[src/rtl/sdma_pkg.sv]
package sdma_pkg;

    typedef enum logic [2:0] {
        S_IDLE,
        S_LEAD,
        S_MOVE,
        S_PACE,
        S_DONE
    } sdma_state_e;

    typedef struct packed {
        logic [15:0] lo;
        logic [15:0] hi;
    } sdma_window_t;

    localparam logic [2:0]  REGION_VIDEO = 3'd4;
    localparam logic [2:0]  REGION_WORK  = 3'd6;
    localparam logic [15:0] ATTR_LO      = 16'hFE00;
    localparam logic [15:0] ATTR_HI      = 16'hFEA0;

    function automatic sdma_window_t fence_window(input logic [2:0] region,
                                                  input logic       color);
        sdma_window_t w;
        if (region == REGION_VIDEO) begin
            w.lo = 16'h8000; w.hi = 16'hA000;
        end else if (!color) begin
            w.lo = 16'hA000; w.hi = 16'hFE00;
        end else if (region == REGION_WORK) begin
            w.lo = 16'hC000; w.hi = 16'hFE00;
        end else begin
            w.lo = 16'hA000; w.hi = 16'hC000;
        end
        return w;
    endfunction

endpackage

[src/rtl/sdma_sequencer.sv]
module sdma_sequencer
    import sdma_pkg::*;
#(
    parameter int FIRST_DELAY = 8,
    parameter int BYTE_GAP    = 4,
    parameter int XFER_LEN    = 160
) (
    input  logic        clk,
    input  logic        rst_n,
    input  logic        start,
    output logic        busy,
    output logic        move,
    output logic        done
);
    localparam int MAXD = (FIRST_DELAY > BYTE_GAP) ? FIRST_DELAY : BYTE_GAP;
    localparam int CW   = (MAXD > 2) ? $clog2(MAXD) : 1;
    localparam int LW   = $clog2(XFER_LEN + 1);
    localparam logic [CW-1:0] LEAD_LOAD = CW'(FIRST_DELAY - 2);
    localparam logic [CW-1:0] PACE_LOAD = CW'(BYTE_GAP - 2);
    localparam logic [LW-1:0] LEN_LOAD  = LW'(XFER_LEN);

    sdma_state_e   state_q, state_d;
    logic [CW-1:0] cnt_q, cnt_d;
    logic [LW-1:0] left_q, left_d;

    // state register
    always_ff @(posedge clk or negedge rst_n) begin
        if (!rst_n) begin
            state_q <= S_IDLE;
            cnt_q   <= '0;
            left_q  <= '0;
        end else begin
            state_q <= state_d;
            cnt_q   <= cnt_d;
            left_q  <= left_d;
        end
    end

    // transitions
    always_comb begin
        state_d = state_q;
        cnt_d   = cnt_q;
        left_d  = left_q;
        if (start) begin
            state_d = S_LEAD;           // accept
            cnt_d   = LEAD_LOAD;
            left_d  = LEN_LOAD;
        end else begin
            unique case (state_q)
                S_IDLE: ;
                S_LEAD, S_PACE: begin
                    if (cnt_q == '0) state_d = S_MOVE;   // lead / pace expiry
                    else             cnt_d   = cnt_q - 1'b1;
                end
                S_MOVE: begin
                    left_d = left_q - 1'b1;
                    if (left_q == LW'(1)) begin
                        state_d = S_DONE;                // finish
                    end else begin
                        state_d = S_PACE;                // step
                        cnt_d   = PACE_LOAD;
                    end
                end
                S_DONE: state_d = S_IDLE;                // retire
                default: state_d = S_IDLE;
            endcase
        end
    end

    // outputs
    always_comb begin
        busy = (state_q == S_LEAD) || (state_q == S_MOVE) || (state_q == S_PACE);
        move = (state_q == S_MOVE);
        done = (state_q == S_DONE);
    end

endmodule

[src/rtl/sdma_pointer.sv]
module sdma_pointer #(
    parameter int AW  = 16,
    parameter int OAW = 8
) (
    input  logic           clk,
    input  logic           rst_n,
    input  logic           start,
    input  logic [AW-9:0]  page,
    input  logic           move,
    output logic [AW-1:0]  src_addr,
    output logic [OAW-1:0] dst_addr
);
    always_ff @(posedge clk or negedge rst_n) begin
        if (!rst_n) begin
            src_addr <= '0;
            dst_addr <= '0;
        end else if (start) begin
            src_addr <= {page, 8'h00};
            dst_addr <= '0;
        end else if (move) begin
            src_addr <= src_addr + 1'b1;
            dst_addr <= dst_addr + 1'b1;
        end
    end
endmodule

[src/rtl/sdma_guard.sv]
module sdma_guard
    import sdma_pkg::*;
#(
    parameter logic [7:0] FENCE_DATA = 8'hFF
) (
    input  logic        busy,
    input  logic        color_model,
    input  logic [2:0]  src_region,
    input  logic [15:0] cpu_addr,
    input  logic        cpu_rd,
    input  logic        cpu_wr,
    input  logic [7:0]  bus_rdata,
    output logic        bus_rd,
    output logic        bus_wr,
    output logic [7:0]  cpu_rdata
);
    sdma_window_t win;
    logic         in_win, in_attr, fenced;

    always_comb begin
        win     = fence_window(src_region, color_model);
        in_win  = (cpu_addr >= win.lo) && (cpu_addr < win.hi);
        in_attr = (cpu_addr >= ATTR_LO) && (cpu_addr < ATTR_HI);
        fenced  = busy && (in_win || in_attr);
        bus_rd    = cpu_rd && !fenced;
        bus_wr    = cpu_wr && !fenced;
        cpu_rdata = fenced ? FENCE_DATA : bus_rdata;
    end
endmodule

[src/rtl/sprite_dma_engine.sv]
module sprite_dma_engine #(
    parameter int         FIRST_DELAY = 8,
    parameter int         BYTE_GAP    = 4,
    parameter int         XFER_LEN    = 160,
    parameter logic [7:0] MAX_PAGE    = 8'hF1
) (
    input  logic        clk,
    input  logic        rst_n,
    input  logic        color_model,
    input  logic        trig_valid,
    input  logic [7:0]  trig_page,
    output logic        busy,
    output logic        done,
    output logic        src_rd_en,
    output logic [15:0] src_rd_addr,
    input  logic [7:0]  src_rd_data,
    output logic        attr_we,
    output logic [7:0]  attr_addr,
    output logic [7:0]  attr_wdata,
    input  logic [15:0] cpu_addr,
    input  logic        cpu_rd,
    input  logic        cpu_wr,
    output logic [7:0]  cpu_rdata,
    output logic        bus_rd,
    output logic        bus_wr,
    input  logic [7:0]  bus_rdata
);
    logic start, move;

    assign start = trig_valid && (trig_page <= MAX_PAGE);

    sdma_sequencer #(
        .FIRST_DELAY(FIRST_DELAY),
        .BYTE_GAP   (BYTE_GAP),
        .XFER_LEN   (XFER_LEN)
    ) u_seq (
        .clk  (clk),
        .rst_n(rst_n),
        .start(start),
        .busy (busy),
        .move (move),
        .done (done)
    );

    sdma_pointer #(.AW(16), .OAW(8)) u_ptr (
        .clk     (clk),
        .rst_n   (rst_n),
        .start   (start),
        .page    (trig_page),
        .move    (move),
        .src_addr(src_rd_addr),
        .dst_addr(attr_addr)
    );

    sdma_guard #(.FENCE_DATA(8'hFF)) u_guard (
        .busy       (busy),
        .color_model(color_model),
        .src_region (src_rd_addr[15:13]),
        .cpu_addr   (cpu_addr),
        .cpu_rd     (cpu_rd),
        .cpu_wr     (cpu_wr),
        .bus_rdata  (bus_rdata),
        .bus_rd     (bus_rd),
        .bus_wr     (bus_wr),
        .cpu_rdata  (cpu_rdata)
    );

    assign src_rd_en  = move;
    assign attr_we    = move;
    assign attr_wdata = src_rd_data;

endmodule

[config.mk]
export PLATFORM = sky130hd
export DESIGN_NAME = sprite_dma_engine
export DESIGN_NICKNAME = d
export VERILOG_FILES = /design/src/rtl/sdma_pkg.sv /design/src/rtl/sdma_sequencer.sv /design/src/rtl/sdma_pointer.sv /design/src/rtl/sdma_guard.sv /design/src/rtl/sprite_dma_engine.sv
export SDC_FILE = /design/constraint.sdc
export NUM_CORES = 1
export LEC_CHECK = 0
export BUFFER_PORTS_ARGS = -buffer_cell sky130_fd_sc_hd__clkbuf_2
export CAP_MARGIN = 30
export CORE_ASPECT_RATIO = 1.4
export CORE_MARGIN = 4
export CORE_UTILIZATION = 35
export CTS_CLUSTER_DIAMETER = 50
export DETAILED_ROUTE_END_ITERATION = 16
export PLACE_DENSITY = 0.57
export SLEW_MARGIN = 20
export SYNTH_ARGS = -nofsm -noshare
export SYNTH_HDL_FRONTEND = slang
export SYNTH_SLANG_ARGS = --single-unit
[constraint.sdc]
create_clock -name clk -period 3.2 [get_ports clk]
set_input_delay 0.48 -clock clk [delete_from_list [all_inputs] [get_ports clk]]
set_output_delay 0.48 -clock clk [all_outputs]
set_load 0.05 [all_outputs]
==> summary.txt, run 1 <==
#FFs+latches synth: 38
Port Buf Inserts: 75
Slew Limit Fails: 0
Worst-path maximum fanout: 6
R2R depth: 6
Multi-input gate area: 1339 um2
Final Worst Setup Slack: 0.1237 ns
Synth warnings: 0
Antenna cell count: 0
Int Power: 0.8261 mW
Critical path class: reg -> out
M1 WL: 2.317 mm
First-pass GRT wire length: 8.776 mm
Comb pwr share: 29.6%
Area of the core: 6569 um2
H-tree depth: 2
DIE AREA: 8174 um2
Die height: 105.4 um
Grt total ovfl: 0
Clock power frac: 26.8%
Net Sw Frac: 34.93%
Synth Area in Compound Gates: 8.918%
Area share of fa/ha/maj cells after synthesis: 6.860%
Hold/Removal Path Class: in -> async
Post-route DRC violation count: 0
DR iter-0 viols: 46
Met3 WL post-DR: 333 um
Final nets: 391
FF/Latch Area: 952.2 um2
TritonCTS Sinks: 38
Post-place setup slack: 0.3612 ns
Top post-synthesis cells by count: dfrtp_1, nor2_1, nand2_1
Worst Tran Pin Value: 0.6693 ns
Largest net degree at the start of global routing: 32
CP startpoint kind: flip-flop
Share of post-route cells with drive strength above 1: 31.83%
Post-Syn Nets: 318
Ys flop type: dfrtp_1
Row count: 35
RD Place Congestion: 0.7620
Max IR drop VDD: 0.0003641 V
Area contributors post-synth: dfrtp_1, ha_1, xor2_1
Register-to-register setup slack: 1.39 ns
Status: finished, final reports clean
Data arrival, critical path: 2.60 ns
Max-Cap Viols: 0
RR Endpoint: u_ptr.src_addr[12]
Sequential power share: 43.6%
Endpoint class of the critical path: primary output
Max_slew headroom: 55.38%
Gate Count Post-Synth: 259
Initial DRT Pass Iterations: 4
Final instance count without filler cells: 407
Fmax: 0.3251 GHz
# IOs: 92
R2R Path Start: u_seq.state_q[2]
Area leader, netlist: dfrtp_1
TNS Setup: 0 ns
Gr usage total: 12.87%
# placed instances: 396
Wire length on met2: 2.624 mm
Pwr dens: 426.9 nW/um2
Minimum hold slack: 0.2159 ns
Final Skew: 0.003551 ns
Top layer in use: met4
Fillcell total: 641
DR vias/cell: 5.054
Layout Utilization: 45.28%
Initial antenna violation count: 0
Vias: 2057
Final min period: 3.076 ns
Final hold vios: 0
Crit path required time: 2.72 ns
CTS tree: yes
CTS root buffer: clkbuf_8
Post-detail-place hpwl: 3.953 mm
Final period util: 96.13%
Syn-to-layout area delta: 25.44%
Worst skew pair latency: 0.29 ns
Worst-path clk slew: 0.07 ns
Post-Synth Simple-Gate Area: 28.02%
Syn avg cell area: 9.155 um2
Post-synthesis mux area share: 0.8443%
Max Buffers Root-to-Sink: 2
Top-area cell type share of the netlist area: 40.11%
Leak pwr: 1.399 nW
Crit path capture: cpu_rdata[5]
Initial cell density of the core: 36.10%
Worst Setup SP: u_ptr.src_addr[13]
Net Switching: 0.4435 mW
Final WL: 5.333 mm
EDFF count, synth: 0
CTS Buf Count: 5
Sequential cell area fraction in the yosys report: 40.11%
Ys async rst share: 100.0%
Largest family of logic cells by synthesized area: simple AND/OR/NAND/NOR gates
Routed WL per cell: 13.10 um
# hold bufs at CTS: 0
Vias in the first global route: 1977
Xor/xnor share of the synthesized area: 9.604%
Synth Cell Area: 2371 um2
Synth cell types: 42
Die X-Extent: 77.56 um
Final number of setup-violating endpoints: 0
Most common cell in the netlist: dfrtp_1
Final ANT Viol Nets: 0
[what timing repair did]
item                                    in CTS  in global routing
endpoints found under the setup margin       0                 10
endpoints found under the hold margin        0                  0
setup buffers                                0                  2
resized for setup                            0                 29
[layout make-up]
class                   instances  area share (%)
clock buffers                   6           2.777
multi-input cells             197           45.01
well taps                      74           3.113
clock inverters                 2          0.4207
repair buffers                 81           15.52
inverters                       9           1.136
flip-flops and latches         38           32.02
[through the flow]
stage | power, mW | cell area (um2)
floorplan | 0.8354 | 2371
global placement | 0.9071 | 2761
detailed placement | 0.9153 | 2789
CTS | 1.263 | 2884
global route | 1.354 | 2974
finish | 1.270 | 2974
[per-layer routing]
metal,global-route usage [%],up-vias
met2,22.00,65
met3,3.761,6
li1,-,1036
met1,15.70,950
met4,3.435,0
met5,0,-
[state kept, by name (all words and copies together), names as in the netlist]
register and flops:
u_seq.state_q 3, u_ptr.src_addr 16, u_seq.left_q 8, u_ptr.dst_addr 8, u_seq.cnt_q 3
[power groups by stage]
stage | clock, mW | combinational, mW | sequential (mW)
floorplan | 0 | 0.239 | 0.596
global placement | 0 | 0.345 | 0.562
detailed placement | 0 | 0.352 | 0.564
CTS | 0.355 | 0.354 | 0.554
global route | 0.378 | 0.414 | 0.561
finish | 0.340 | 0.376 | 0.554
[critical path, cell delays in order (launching register included)]
cell,delay [ns]
dfrtp_2,0.46
nor2b_4,0.12
o21ai_0,0.09
ha_1,0.29
nor4b_4,0.19
nand4_1,0.18
a2111oi_4,0.43
buf_4,0.17
o21ai_2,0.08
nand2_1,0.08
clkbuf_4,0.22
[how the worst min path moves through the flow]
stage | cells past startpoint | to | slack, ns
2_1_floorplan | 0 | u_ptr.dst_addr[0] | 0.18
3_3_place_gp | 1 | u_seq.cnt_q[0] | 0.42
3_5_place_dp | 1 | u_seq.cnt_q[0] | 0.43
4_1_cts | 1 | u_ptr.dst_addr[0] | 0.22
5_1_grt | 1 | u_ptr.dst_addr[0] | 0.25
6_report | 1 | u_ptr.src_addr[6] | 0.22
[cell families (layout without fill, tap and decap cells)]
family,Yosys count,in the layout
compound gates,34,35
xor+xnor,26,26
fa+ha+maj,13,13
buf+inv,25,98
flops,38,38
mux,2,2
simple gates,121,121
[layout by cell type, fill, tap and decap left out, types with 5 or more instances in the layout]
| cell type | Yosys | routed |
|---|---|---|
| clkbuf_2 | 0 | 68 |
| dfrtp_1 | 38 | 37 |
| nor2_1 | 35 | 35 |
| nand2_1 | 30 | 30 |
| xor2_1 | 16 | 16 |
| ha_1 | 13 | 13 |
| nand4_1 | 12 | 12 |
| a21oi_1 | 11 | 11 |
| xnor2_1 | 10 | 10 |
| buf_4 | 10 | 10 |
| inv_1 | 9 | 9 |
| o21ai_0 | 8 | 8 |
| nand3_1 | 8 | 8 |
| clkbuf_8 | 0 | 6 |
| nor3_1 | 5 | 5 |
Power figures use the tool's default switching activity.
==> inputs of run 2 (changes only) <==
--- a/config.mk
+++ b/config.mk
@@ -12,7 +12,7 @@
 export CORE_UTILIZATION = 35
 export CTS_CLUSTER_DIAMETER = 50
 export DETAILED_ROUTE_END_ITERATION = 16
-export PLACE_DENSITY = 0.57
+export PLACE_DENSITY_LB_ADDON = 0.2
 export SLEW_MARGIN = 20
 export SYNTH_ARGS = -nofsm -noshare
 export SYNTH_HDL_FRONTEND = slang
==> run 2 against run 1 <==
Compared with the run above: highest routed layer unchanged; critical path type unchanged; clock power fell by 9.1%; power fell by 2.6%; register-to-register slack improved by 0.02 ns; core utilization fell by 0.53 points; first-iteration DRC count rose by 15%; count of clock-buffer cells in the layout fell by 1; design area fell by 1.2%; sequential cell count did not move; combinational power barely moved; sequential power barely moved; routed wire length rose by 1.1%.
==> summary.txt, run 2 (synthesis results as in run 1) <==
TNS Setup: 0 ns
Leak pwr: 1.383 nW
Worst-path clk slew: 0.07 ns
# IOs: 92
CTS tree: yes
Post-detail-place hpwl: 4.116 mm
DIE AREA: 8174 um2
Max IR drop VDD: 0.0003434 V
Worst skew pair latency: 0.28 ns
Grt total ovfl: 0
Initial DRT Pass Iterations: 4
DR vias/cell: 5.113
CTS root buffer: clkbuf_8
Worst-path maximum fanout: 5
Status: finished, final reports clean
Final instance count without filler cells: 407
Endpoint class of the critical path: primary output
First-pass GRT wire length: 9.239 mm
Largest net degree at the start of global routing: 26
Final min period: 3.021 ns
Vias: 2081
Routed WL per cell: 13.25 um
Area of the core: 6569 um2
Post-route DRC violation count: 0
Max Buffers Root-to-Sink: 2
Final ANT Viol Nets: 0
Fillcell total: 673
# placed instances: 396
RD Place Congestion: 0.8242
Commonest non-fill, non-tap cell in the layout: clkbuf_2
Final hold vios: 0
Hold/Removal Path Class: in -> async
CTS Buf Count: 5
Syn-to-layout area delta: 23.96%
Die height: 105.4 um
Final nets: 392
Final WL: 5.391 mm
Antenna cell count: 0
Port Buf Inserts: 75
Data arrival, critical path: 2.54 ns
Final period util: 94.41%
Share of post-route cells with drive strength above 1: 31.83%
Largest register FFs: 16
DR iter-0 viols: 53
Power Total: 1.236 mW
Most frequent cells in the layout: clkbuf_2, dfrtp_1, nor2_1
Crit path required time: 2.72 ns
Slew Limit Fails: 0
Final Skew: 0.002407 ns
Critical path class: reg -> out
Fmax: 0.3310 GHz
RSZ-0062 raised after global routing: false
Most flops, register: u_ptr.src_addr
Max_slew headroom: 61.52%
# hold bufs at CTS: 0
Initial cell density of the core: 36.10%
Initial antenna violation count: 0
Top Registers: u_ptr.src_addr (16), u_ptr.dst_addr (8), u_seq.left_q (8)
CP startpoint kind: flip-flop
Worst Tran Pin Value: 0.5712 ns
Vias in the first global route: 2038
Gr usage total: 13.61%
TritonCTS Sinks: 38
Row count: 35
Die X-Extent: 77.56 um
Pwr dens: 420.6 nW/um2
Final number of setup-violating endpoints: 0
H-tree depth: 2
Max-Cap Viols: 0
run 2: cell types whose count changed in the layout (fill, tap and decap cells not counted), sizes merged:
| cell | before | now |
|---|---|---|
| buf | 12 | 14 |
| clkinvlp | 1 | 0 |
| clkinv | 1 | 2 |
| clkbuf | 75 | 73 |
run 2: power breakdown:
group          internal [mW]  leakage (nW)  switching [mW]
Sequential             0.517         0.486          0.0368
Clock                  0.146        0.0438           0.163
Combinational          0.133         0.853           0.240
run 2: layout make-up:
type | instances | area [um2] | area share (%)
multi-input cells | 197 | 1329 | 45.21
flip-flops and latches | 38 | 952.2 | 32.40
repair buffers | 82 | 452.9 | 15.41
well taps | 74 | 92.59 | 3.150
clock buffers | 5 | 68.82 | 2.341
inverters | 9 | 33.78 | 1.149
clock inverters | 2 | 10.01 | 0.3406
run 2: repair_timing:
item,in CTS,in global routing
setup buffers,0,3
endpoints found under the setup margin,0,10
gates resized for setup,0,19
run 2: worst paths after layout:
path,cells past startpoint,start,end,slack [ns]
worst max-delay path,10,u_ptr.src_addr[14],bus_rd,0.18
worst min-delay path,1,rst_n,u_ptr.src_addr[10],0.11
worst max register to register,6,u_seq.state_q[2],u_ptr.src_addr[13],1.41
worst min register to register,1,u_seq.cnt_q[0],u_seq.cnt_q[0],0.44
max in group asynchronous,2,rst_n,u_seq.left_q[5],2.63
min in group clk,3,trig_page[0],u_ptr.src_addr[8],0.40
run 2: stage by stage:
stage	setup WS (ns)	hold slack (ns)	util [%]	instance area [um2]
after CTS	0.02443	0.1076	43.54	2860
final	0.1787	0.1059	44.74	2939
after global routing	0.01552	0.1217	44.74	2939
after global placement	0.3941	0.4279	42.04	2761
after detailed placement	0.3467	0.4195	42.34	2781
after floorplan	0.2768	0.1844	-	2371
run 2: worst max-delay path, stage by stage (launching register included):
cell       delay (ns)
dfrtp_1          0.45
inv_1            0.12
o21ai_0          0.10
ha_1             0.28
nor4b_2          0.18
nand4_1          0.17
a2111oi_4        0.36
buf_4            0.19
o21ai_4          0.07
and3b_1          0.20
buf_6            0.15
run 2: metal layers:
metal | vias up | track usage [%] | part of all wire [%]
li1 | 1038 | - | -
met5 | - | 0 | 0
met3 | 7 | 3.504 | 6.8
met2 | 71 | 22.44 | 48
met4 | 0 | 3.817 | 1.2
met1 | 965 | 17.53 | 45
